`config.mk`:
```
export PLATFORM = sky130hd
export DESIGN_NAME = rx_write_supervisor
export DESIGN_NICKNAME = d
export VERILOG_FILES = /design/src/rtl/rxw_pkg.sv /design/src/rtl/rxw_window.sv /design/src/rtl/rxw_payload.sv /design/src/rtl/rxw_errors.sv /design/src/rtl/rxw_guard.sv /design/src/rtl/rx_write_supervisor.sv
export SDC_FILE = /design/constraint.sdc
export NUM_CORES = 1
export LEC_CHECK = 0
export BUFFER_PORTS_ARGS = -buffer_cell sky130_fd_sc_hd__clkbuf_2
export CAP_MARGIN = 40
export CORE_AREA = 2 2 60 62
export DETAILED_ROUTE_END_ITERATION = 8
export DIE_AREA = 0 0 62 64
export PLACE_DENSITY = 0.88
export SLEW_MARGIN = 20
export SYNTH_ARGS = -nofsm -noshare
export SYNTH_HDL_FRONTEND = slang
export SYNTH_SLANG_ARGS = --single-unit
export TNS_END_PERCENT = 20
```
`constraint.sdc`:
```
create_clock -name clk -period 2.75 [get_ports clk]
set_clock_uncertainty 0.05 [all_clocks]
set_input_delay 0.55 -clock clk [delete_from_list [all_inputs] [get_ports clk]]
set_output_delay 0.55 -clock clk [all_outputs]
set_load 0.05 [all_outputs]
```
`src/rtl/rxw_pkg.sv`:
```
package rxw_pkg;

    typedef enum logic [1:0] {
        PH_IDLE   = 2'd0,
        PH_FIRST  = 2'd1,
        PH_SECOND = 2'd2
    } rxw_phase_e;

endpackage

```
`src/rtl/rxw_window.sv`:
```
module rxw_window #(
    parameter int SHORT_MS = 9,
    parameter int LONG_MS  = 18
) (
    input  logic clk,
    input  logic rst_n,
    input  logic frame_start,
    input  logic ms_tick,
    input  logic long_frame,
    output logic win_open,
    output logic win_close
);
    localparam int CNT_W = $clog2(LONG_MS + 1);

    typedef struct packed {
        logic             open;
        logic             long_m;
        logic [CNT_W-1:0] cnt;
    } win_s;

    win_s             win_q, win_d;
    logic [CNT_W-1:0] limit;
    logic [CNT_W-1:0] cnt_inc;

    always_comb begin
        limit     = win_q.long_m ? CNT_W'(LONG_MS) : CNT_W'(SHORT_MS);
        cnt_inc   = win_q.cnt + 1'b1;
        win_d     = win_q;
        win_close = 1'b0;
        if (frame_start) begin
            // A new frame also ends a window still open from the last one.
            win_close    = win_q.open;
            win_d.open   = 1'b1;
            win_d.long_m = long_frame;
            win_d.cnt    = '0;
        end else if (win_q.open && ms_tick) begin
            win_d.cnt = cnt_inc;
            if (cnt_inc >= limit) begin
                win_d.open = 1'b0;
                win_close  = 1'b1;
            end
        end
    end

    always_ff @(posedge clk) begin
        if (!rst_n) win_q <= '0;
        else        win_q <= win_d;
    end

    assign win_open = win_q.open;

endmodule

```
`src/rtl/rxw_payload.sv`:
```
module rxw_payload
    import rxw_pkg::*;
#(
    parameter int BYTES = 80
) (
    input  logic                     clk,
    input  logic                     rst_n,
    input  logic                     frame_start,
    input  logic                     win_open,
    input  logic                     win_close,
    input  logic                     note_wr,
    input  logic                     note_ch,
    input  logic                     byte_wr,
    output logic                     take,
    output logic                     take_ch,
    output logic [$clog2(BYTES)-1:0] take_idx,
    output logic                     req,
    output logic                     req_first,
    output logic [1:0]               done,
    output logic                     dup_hit,
    output logic [1:0]               good
);
    localparam int                 IDX_W = $clog2(BYTES);
    localparam logic [IDX_W-1:0]   LAST  = IDX_W'(BYTES - 1);

    typedef struct packed {
        rxw_phase_e       phase;
        logic             sel_ok;
        logic             sel_ch;
        logic [IDX_W-1:0] idx;
        logic             dup_pay;
        logic [1:0]       done;
        logic [1:0]       good;
    } pay_s;

    pay_s pay_q, pay_d;
    logic live;

    always_comb begin
        live    = win_open && !win_close && !frame_start;
        pay_d   = pay_q;
        pay_d.good = '0;
        take    = 1'b0;
        dup_hit = 1'b0;
        if (frame_start) begin
            pay_d.phase   = PH_FIRST;
            pay_d.sel_ok  = 1'b0;
            pay_d.idx     = '0;
            pay_d.done    = '0;
            pay_d.dup_pay = 1'b0;
        end else if (win_close) begin
            pay_d.phase  = PH_IDLE;
            pay_d.sel_ok = 1'b0;
        end else if (live && note_wr) begin
            pay_d.sel_ok  = 1'b1;
            pay_d.sel_ch  = note_ch;
            pay_d.idx     = '0;
            pay_d.dup_pay = pay_q.done[note_ch];
            dup_hit       = pay_q.done[note_ch];
        end else if (live && byte_wr && pay_q.sel_ok) begin
            take      = 1'b1;
            pay_d.idx = pay_q.idx + 1'b1;
            if (pay_q.idx == LAST) begin
                pay_d.sel_ok = 1'b0;
                pay_d.idx    = '0;
                if (!pay_q.dup_pay) begin
                    pay_d.done[pay_q.sel_ch] = 1'b1;
                    pay_d.good[pay_q.sel_ch] = 1'b1;
                end
                case (pay_q.phase)
                    PH_FIRST:  pay_d.phase = PH_SECOND;
                    PH_SECOND: pay_d.phase = PH_IDLE;
                    default:   pay_d.phase = PH_IDLE;
                endcase
            end
        end
    end

    always_ff @(posedge clk) begin
        if (!rst_n) pay_q <= '{phase: PH_IDLE, default: '0};
        else        pay_q <= pay_d;
    end

    assign take_ch   = pay_q.sel_ch;
    assign take_idx  = pay_q.idx;
    assign req       = (pay_q.phase != PH_IDLE);
    assign req_first = (pay_q.phase == PH_FIRST);
    assign done      = pay_q.done;
    assign good      = pay_q.good;

endmodule

```
`src/rtl/rxw_errors.sv`:
```
module rxw_errors #(
    parameter int CHANS = 2
) (
    input  logic             clk,
    input  logic             rst_n,
    input  logic             win_close,
    input  logic [CHANS-1:0] done,
    input  logic             dup_hit,
    input  logic             rx_on,
    output logic [CHANS-1:0] late_err,
    output logic             dup_err
);
    typedef struct packed {
        logic [CHANS-1:0] late;
        logic             dup;
        logic             dup_seen;
    } err_s;

    err_s err_q, err_d;

    always_comb begin
        err_d = err_q;
        if (dup_hit) begin
            err_d.dup      = 1'b1;
            err_d.dup_seen = 1'b1;
        end
        if (win_close) begin
            for (int c = 0; c < CHANS; c++) begin
                if (done[c])    err_d.late[c] = 1'b0;
                else if (rx_on) err_d.late[c] = 1'b1;
            end
            err_d.dup      = err_q.dup_seen;
            err_d.dup_seen = 1'b0;
        end
    end

    always_ff @(posedge clk) begin
        if (!rst_n) err_q <= '0;
        else        err_q <= err_d;
    end

    assign late_err = err_q.late;
    assign dup_err  = err_q.dup;

endmodule

```
`src/rtl/rxw_guard.sv`:
```
module rxw_guard #(
    parameter int HOLD_MS = 10
) (
    input  logic clk,
    input  logic rst_n,
    input  logic ms_tick,
    input  logic rx_req,
    input  logic tx_req,
    output logic rx_on,
    output logic tx_on
);
    localparam int              HOLD_W = $clog2(HOLD_MS + 2);
    localparam logic [HOLD_W-1:0] LOAD = HOLD_W'(HOLD_MS + 1);

    typedef struct packed {
        logic              rx;
        logic              tx;
        logic [HOLD_W-1:0] hold;
    } grd_s;

    grd_s grd_q, grd_d;

    always_comb begin
        grd_d = grd_q;
        if (grd_q.hold != '0) begin
            grd_d.rx = 1'b0;
            grd_d.tx = 1'b0;
            if (ms_tick) grd_d.hold = grd_q.hold - 1'b1;
        end else if ((grd_q.rx || grd_q.tx) && !rx_req && !tx_req) begin
            // One extra tick covers a tick that lands right after the stop.
            grd_d.hold = LOAD;
            grd_d.rx   = 1'b0;
            grd_d.tx   = 1'b0;
        end else begin
            grd_d.rx = rx_req;
            grd_d.tx = tx_req;
        end
    end

    always_ff @(posedge clk) begin
        if (!rst_n) grd_q <= '0;
        else        grd_q <= grd_d;
    end

    assign rx_on = grd_q.rx;
    assign tx_on = grd_q.tx;

endmodule

```
`src/rtl/rx_write_supervisor.sv`:
```
module rx_write_supervisor #(
    parameter int BYTES    = 80,
    parameter int SHORT_MS = 9,
    parameter int LONG_MS  = 18,
    parameter int HOLD_MS  = 10
) (
    input  logic                     clk,
    input  logic                     rst_n,
    input  logic                     frame_start,
    input  logic                     ms_tick,
    input  logic                     long_frame,
    input  logic                     rx_enable_req,
    input  logic                     tx_enable_req,
    input  logic                     chan_note_wr,
    input  logic                     chan_note,
    input  logic                     byte_wr,
    output logic                     rx_active,
    output logic                     tx_active,
    output logic                     wr_req,
    output logic                     wr_req_first,
    output logic                     byte_take,
    output logic                     byte_chan,
    output logic [$clog2(BYTES)-1:0] byte_index,
    output logic [1:0]               frame_good,
    output logic [1:0]               rx_late_err,
    output logic                     dup_err
);
    logic       win_open;
    logic       win_close;
    logic [1:0] done;
    logic       dup_hit;

    rxw_guard #(.HOLD_MS(HOLD_MS)) u_guard (
        .clk    (clk),
        .rst_n  (rst_n),
        .ms_tick(ms_tick),
        .rx_req (rx_enable_req),
        .tx_req (tx_enable_req),
        .rx_on  (rx_active),
        .tx_on  (tx_active)
    );

    rxw_window #(.SHORT_MS(SHORT_MS), .LONG_MS(LONG_MS)) u_win (
        .clk        (clk),
        .rst_n      (rst_n),
        .frame_start(frame_start),
        .ms_tick    (ms_tick),
        .long_frame (long_frame),
        .win_open   (win_open),
        .win_close  (win_close)
    );

    rxw_payload #(.BYTES(BYTES)) u_pay (
        .clk        (clk),
        .rst_n      (rst_n),
        .frame_start(frame_start),
        .win_open   (win_open),
        .win_close  (win_close),
        .note_wr    (chan_note_wr),
        .note_ch    (chan_note),
        .byte_wr    (byte_wr),
        .take       (byte_take),
        .take_ch    (byte_chan),
        .take_idx   (byte_index),
        .req        (wr_req),
        .req_first  (wr_req_first),
        .done       (done),
        .dup_hit    (dup_hit),
        .good       (frame_good)
    );

    rxw_errors #(.CHANS(2)) u_err (
        .clk      (clk),
        .rst_n    (rst_n),
        .win_close(win_close),
        .done     (done),
        .dup_hit  (dup_hit),
        .rx_on    (rx_active),
        .late_err (rx_late_err),
        .dup_err  (dup_err)
    );

endmodule

```
### Word level (Yosys, flattened, before mapping)

Cells that the tools add are included.

* add/subtract/negate cells: 3
* $lt $le $gt $ge: 4
* equality and inequality tests: 4
* mux-type cells: 36
* bitwise operators: 8
* reductions and logical operators: 42

Operator list (number)
* 1-bit two-way mux: 21
* 7-bit two-way mux: 3
* 2-bit nonzero test: 9
* 2-bit two-way mux: 7
* 2-bit AND reduction: 7
* 4-bit two-way mux: 3
* 1-bit logical AND: 9
* 3-bit AND reduction: 3
* 7-bit by 1-bit adder with 7-bit output (second input constant): 1
* 7-bit equality test (second input constant): 1
* 1-bit NOT: 7
* 7-bit OR reduction: 1
* 3-bit nonzero test: 2
* 3-bit OR reduction: 2
* 5-bit by 1-bit adder with 5-bit output (second input constant): 1
* 5-bit >= comparator: 1
* 5-bit two-way mux: 1
* 5-bit AND reduction: 1
* 1-bit zero test: 4
* 1-bit by 2-bit less-than comparator with 1-bit output (second input constant): 2
* 4-bit nonzero test: 1
* 2-bit OR reduction: 2
* 4-bit by 1-bit subtractor with 4-bit output (second input constant): 1
* 3-bit by 2-bit inequality test with 1-bit output (second input constant): 1
* other kinds (6): 6

* bits in registers: 33
* input port bits: 10

### Longest topological paths before layout

* word-level depth: 14
* gate-level depth with buffers: 9
* gate-level depth less buffers: 9

### Hierarchy

From an unflattened synthesis, not the netlist that was laid out.

* cell total of the unflattened synthesis: 193
* area, all modules: 1722.9 µm²

By module, submodules not included
* rxw_payload: instances 1, cells an instance 98, area each 853.3 µm², seq. area each 320.3 µm²
* rxw_window: instances 1, cells an instance 48, area each 412.9 µm², seq. area each 140.1 µm²
* rxw_guard: instances 1, cells an instance 31, area each 304.0 µm², seq. area each 120.1 µm²
* rxw_errors: instances 1, cells an instance 16, area each 152.6 µm², seq. area each 80.1 µm²

### Least setup slack after synthesis

OpenSTA, ideal clock, no wires.

* path kind: register to output
* start: register u_win.win_q[0] (netlist bit)
* end: output port byte_take
* data arrival time: 2.318 ns
* slack: -0.168 ns
* stages on the path, launching flop included: 9
* cells stage by stage: dfxtp_1 -> ha_1 -> nand3_1 -> xnor2_1 -> ha_1 -> a21oi_1 -> a21bo_2 -> o21ai_2 -> nor2_1

* cells in the longest elaborated chain, start to end: 14

RTL lines
* start, declared: RTL line rxw_window.sv:21 `win_s win_q, win_d;`
* start signal, assigned: RTL line rxw_window.sv:47 `else win_q <= win_d;`
* 5-bit by 1-bit adder with 5-bit output (*): RTL line rxw_window.sv:27 `cnt_inc = win_q.cnt + 1'b1;`
* via u_win.cnt_inc[4]: RTL line rxw_window.sv:23 `logic [CNT_W-1:0] cnt_inc;`
* 5-bit >= comparator (*): RTL line rxw_window.sv:38 `if (cnt_inc >= limit) begin`
* 1-bit two-way mux (*): RTL line rxw_window.sv:38
* 1-bit two-way mux (*): RTL line rxw_window.sv:36 `end else if (win_q.open && ms_tick) begin`
* 1-bit two-way mux (*): RTL line rxw_window.sv:30 `if (frame_start) begin`
* 1-bit zero test: RTL line rxw_payload.sv:40 `live = win_open && !win_close && !frame_start;`
* 1-bit logical AND (2 in series): RTL line rxw_payload.sv:40
* 1-bit logical AND (2 in series): RTL line rxw_payload.sv:60 `end else if (live && byte_wr && pay_q.sel_ok) begin`
* 1-bit two-way mux: RTL line rxw_payload.sv:60
* 1-bit two-way mux: RTL line rxw_payload.sv:54 `end else if (live && note_wr) begin`
* 1-bit two-way mux (*): RTL line rxw_payload.sv:51 `end else if (win_close) begin`
* 1-bit two-way mux (*): RTL line rxw_payload.sv:45 `if (frame_start) begin`
* end, declared: RTL line rx_write_supervisor.sv:21 `output logic byte_take,`

Mark *: on every way through the listed nets, which the timed path passes. The rest lies on a longest branch.

### Final worst setup path

* start: register u_win.win_q[1] (netlist bit)
* end: output port byte_take

The elaborated chain is that of the path after synthesis.

==> metrics.md <==
| Metric | Value |
|---|---|
| Run status | finished, final reports clean |
| Antenna violations before repair | 0 |
| Mapped Cells | a little over 200 |
| CP Max Fanout | 3 |
| Min-delay worst type | input pin to register |
| CTS sink cnt | 33 |
| Setup-failing EPs final | 0 |
| Critical path type | register to output pin |
| Clock Path Buffers | 2 |
| Pwr/cell area | just over 500 nW/um^2 |
| Seq/Total Area, Yosys | 36.4% |
| Mean routed wirelength per cell | between 10 and 15 um |
| Die span in x | around 62 um |
| Pre-CTS setup slack | 0.118 ns |
| Root Driver | clkbuf_4 |
| Leakage | ~0.79 nW |
| Post-synth top area share | between 30% and 40% |
| DRT Wirelength | around 4000 um |
| Register-to-register setup slack | about 0.26 ns |
| Vias | 1617 |
| Std-Cell Rows | 21 |
| Flops & latches, synth | 33 |
| Most Crowded Layer GR | met2 |
| Largest net degree at the start of global routing | 23 |
| Area Growth Syn to Fin | 15.2% |
| Setup crit end kind | output pin |
| Core ar. | approximately 3300 um^2 |
| Min-Delay Endpoint | u_guard.rx_on |
| IO Port Bufs | 27 |
| Final min period | about 2.7 ns |
| Antenna viol nets, final | 0 |
| # IOs | 28 |
| Commonest non-fill, non-tap cell in the layout | dfxtp_1 |
| Synthesized area per cell | about 8.8 um^2 |
| Post-synth top area cell | dfxtp_1 |
| Fmax | 374 MHz |
| H-Tree Depth | 2 |
| Vias per std cell | approximately 5.8 |
| Final Cycle Share | approximately 97% |
| Final Hold Fails | 0 |
| Top cells by area, synth | dfxtp_1, ha_1, buf_4 |
| CP required | between 2 and 2.5 ns |
| Ys Warns | 0 |
| Met2 capacity usage during global routing | ~35% |
| Post-route setup slack | about 0.077 ns |
| Net count, final | 250 |
| Async SR Flop Fraction | 0% |
| Worst-Margin Slew | between 0.5 and 0.6 ns |
| Most frequent cells in the layout | dfxtp_1, clkbuf_2, nand2_1 |
| Gp weighted congestion | 0.875 |
| Critical path launch point type | register |
| DRT iter0 DRCs | 78 |
| Total GRT Usage | 22.1% |
| CTS clock-pin slew for the worst setup and hold paths | approximately 0.09 ns |
| DIE AREA | roughly 4000 um^2 |
| R2R depth | 10 |
| Syn nets | roughly 220 |
| Starting Density | 55.2% |
| ANT cells | 0 |
| CP arrival | between 2 and 2.5 ns |
| Util after Layout | between 60% and 70% |
| Slew headroom | between 60% and 70% |
| Primary FF master, synth | dfxtp_1 |
| DP Wirelength | ~2800 um |
| Gr ovfl total | 0 |
| CTS tree | done |
| Met1 Usage GRT | 27.1% |
| Final non-filler cell total | between 200 and 300 |
| DRC Markers | 0 |
| Clock latency on the worst-skew pair | around 0.33 ns |
| Post-synth EDFFs | 0 |
| Global-route wire length before repair | ~6500 um |
| Post-synthesis cell type count | 48 |
| Reg2reg start | u_win.win_q[1] |
| Met3 Use GR | around 6.9% |
| Peak VDD IR | ~380 uV |
| Crit Reg-Reg Endpoint | u_pay.take_idx[4] |
| Count of pins over their slew limit | 0 |
| Post-synthesis cell area | ~1800 um^2 |
| Min-Delay Path Depth | 2 |
| Share of cells above drive strength 1 | 27.2% |
| Detailed Routing Iterations Pass 1 | 4 |
| Placed insts | between 200 and 300 |
| Max cap viols | 0 |
| Critical hold path startpoint | rx_enable_req |
| Die H | ~64 um |
| Vias in the first global route | between 1500 and 2000 |
| TritonCTS Buffers | 5 |
[worst max path at each step]
stage / to / startpoint / slack [ns]
after floorplan: byte_take / u_win.win_q[0] / 0.06
after CTS: byte_take / u_win.win_q[0] / 0.003
final: byte_take / u_win.win_q[1] / 0.08
after global placement: byte_take / u_win.win_q[1] / 0.20
after detailed placement: byte_take / u_win.win_q[1] / 0.12
after global routing: byte_take / u_win.win_q[1] / -0.01
[timing repair]
| action | in CTS | in global routing |
|---|---|---|
| gates cloned | 0 | 0 |
| pin swaps | 3 | 7 |
| buffers inserted | 3 | 1 |
| endpoints found under the setup margin | 1 | 1 |
| gates resized for setup | 6 | 10 |
| hold buffers | 0 | 0 |
[through the flow]
step           hold slack, ns  cell area [um^2]  setup TNS (ns)  total power [mW]
3_5_place_dp            0.424              1940               0             0.848
3_3_place_gp            0.415              1940               0             0.841
2_1_floorplan           0.402              1820               0             0.793
4_1_cts                 0.410              2030               0              1.09
6_report                0.424              2090               0              1.08
5_1_grt                 0.406              2090         -0.0132              1.16
[power by group]
| part | total [mW] | internal, mW | switching, mW |
|---|---|---|---|
| clock network | 0.242 | 0.0886 | 0.153 |
| registers | 0.551 | 0.518 | 0.0333 |
| logic | 0.292 | 0.107 | 0.185 |
[registers in the layout, summed over array words and instances, names as in the netlist, 2 cells and up]
signal          flops
u_guard.grd_q       4
u_pay.pay_q         4
u_win.win_q         6
u_err.late_err      2
u_pay.good          2
u_pay.take_idx      7
u_pay.done          2
[cell type report]
| class | count | area (um^2) |
|---|---|---|
| Clock buffer | 5 | 37.5 |
| Clock inverter | 1 | 5.00 |
| Fill cell | 288 | 1190 |
| Inverter | 8 | 30.0 |
| Multi-Input combinational cell | 149 | 1080 |
| Sequential cell | 33 | 666 |
| Tap cell | 46 | 57.6 |
| Timing Repair Buffer | 36 | 213 |
[synth_stat cells (4+ instances only)]
master	instances
dfxtp_1	33
nand2_1	17
a21oi_1	16
buf_4	11
nand3_1	11
o21ai_0	11
inv_1	8
nor2_1	8
ha_1	7
or3_1	6
nor2b_1	5
o211ai_1	5
o21a_1	5
xnor2_1	5
clkbuf_1	4
[layer usage]
metal	part of all wire, %	vias up
li1	-	804
met1	44	769
met2	50	36
met3	3.9	8
met4	2.3	0
met5	0	-
[logic make-up after synthesis]
family / synth area share (%)
compound gates: 24.9
xor+xnor: 3.38
fa+ha+maj: 4.83
buf+inv: 7.59
flops: 36.4
mux: 1.10
simple gates: 21.8
[critical path, stage by stage (launching register included)]
cell and delay [ns]:
dfxtp_4 0.38, ha_4 0.15, nand3_2 0.12, xnor2_2 0.21, ha_4 0.24, a21oi_2 0.14
a21bo_2 0.16, o21ai_2 0.06, nor2_2 0.14, buf_8 0.16
No activity file was read; power rests on OpenSTA's default activity.
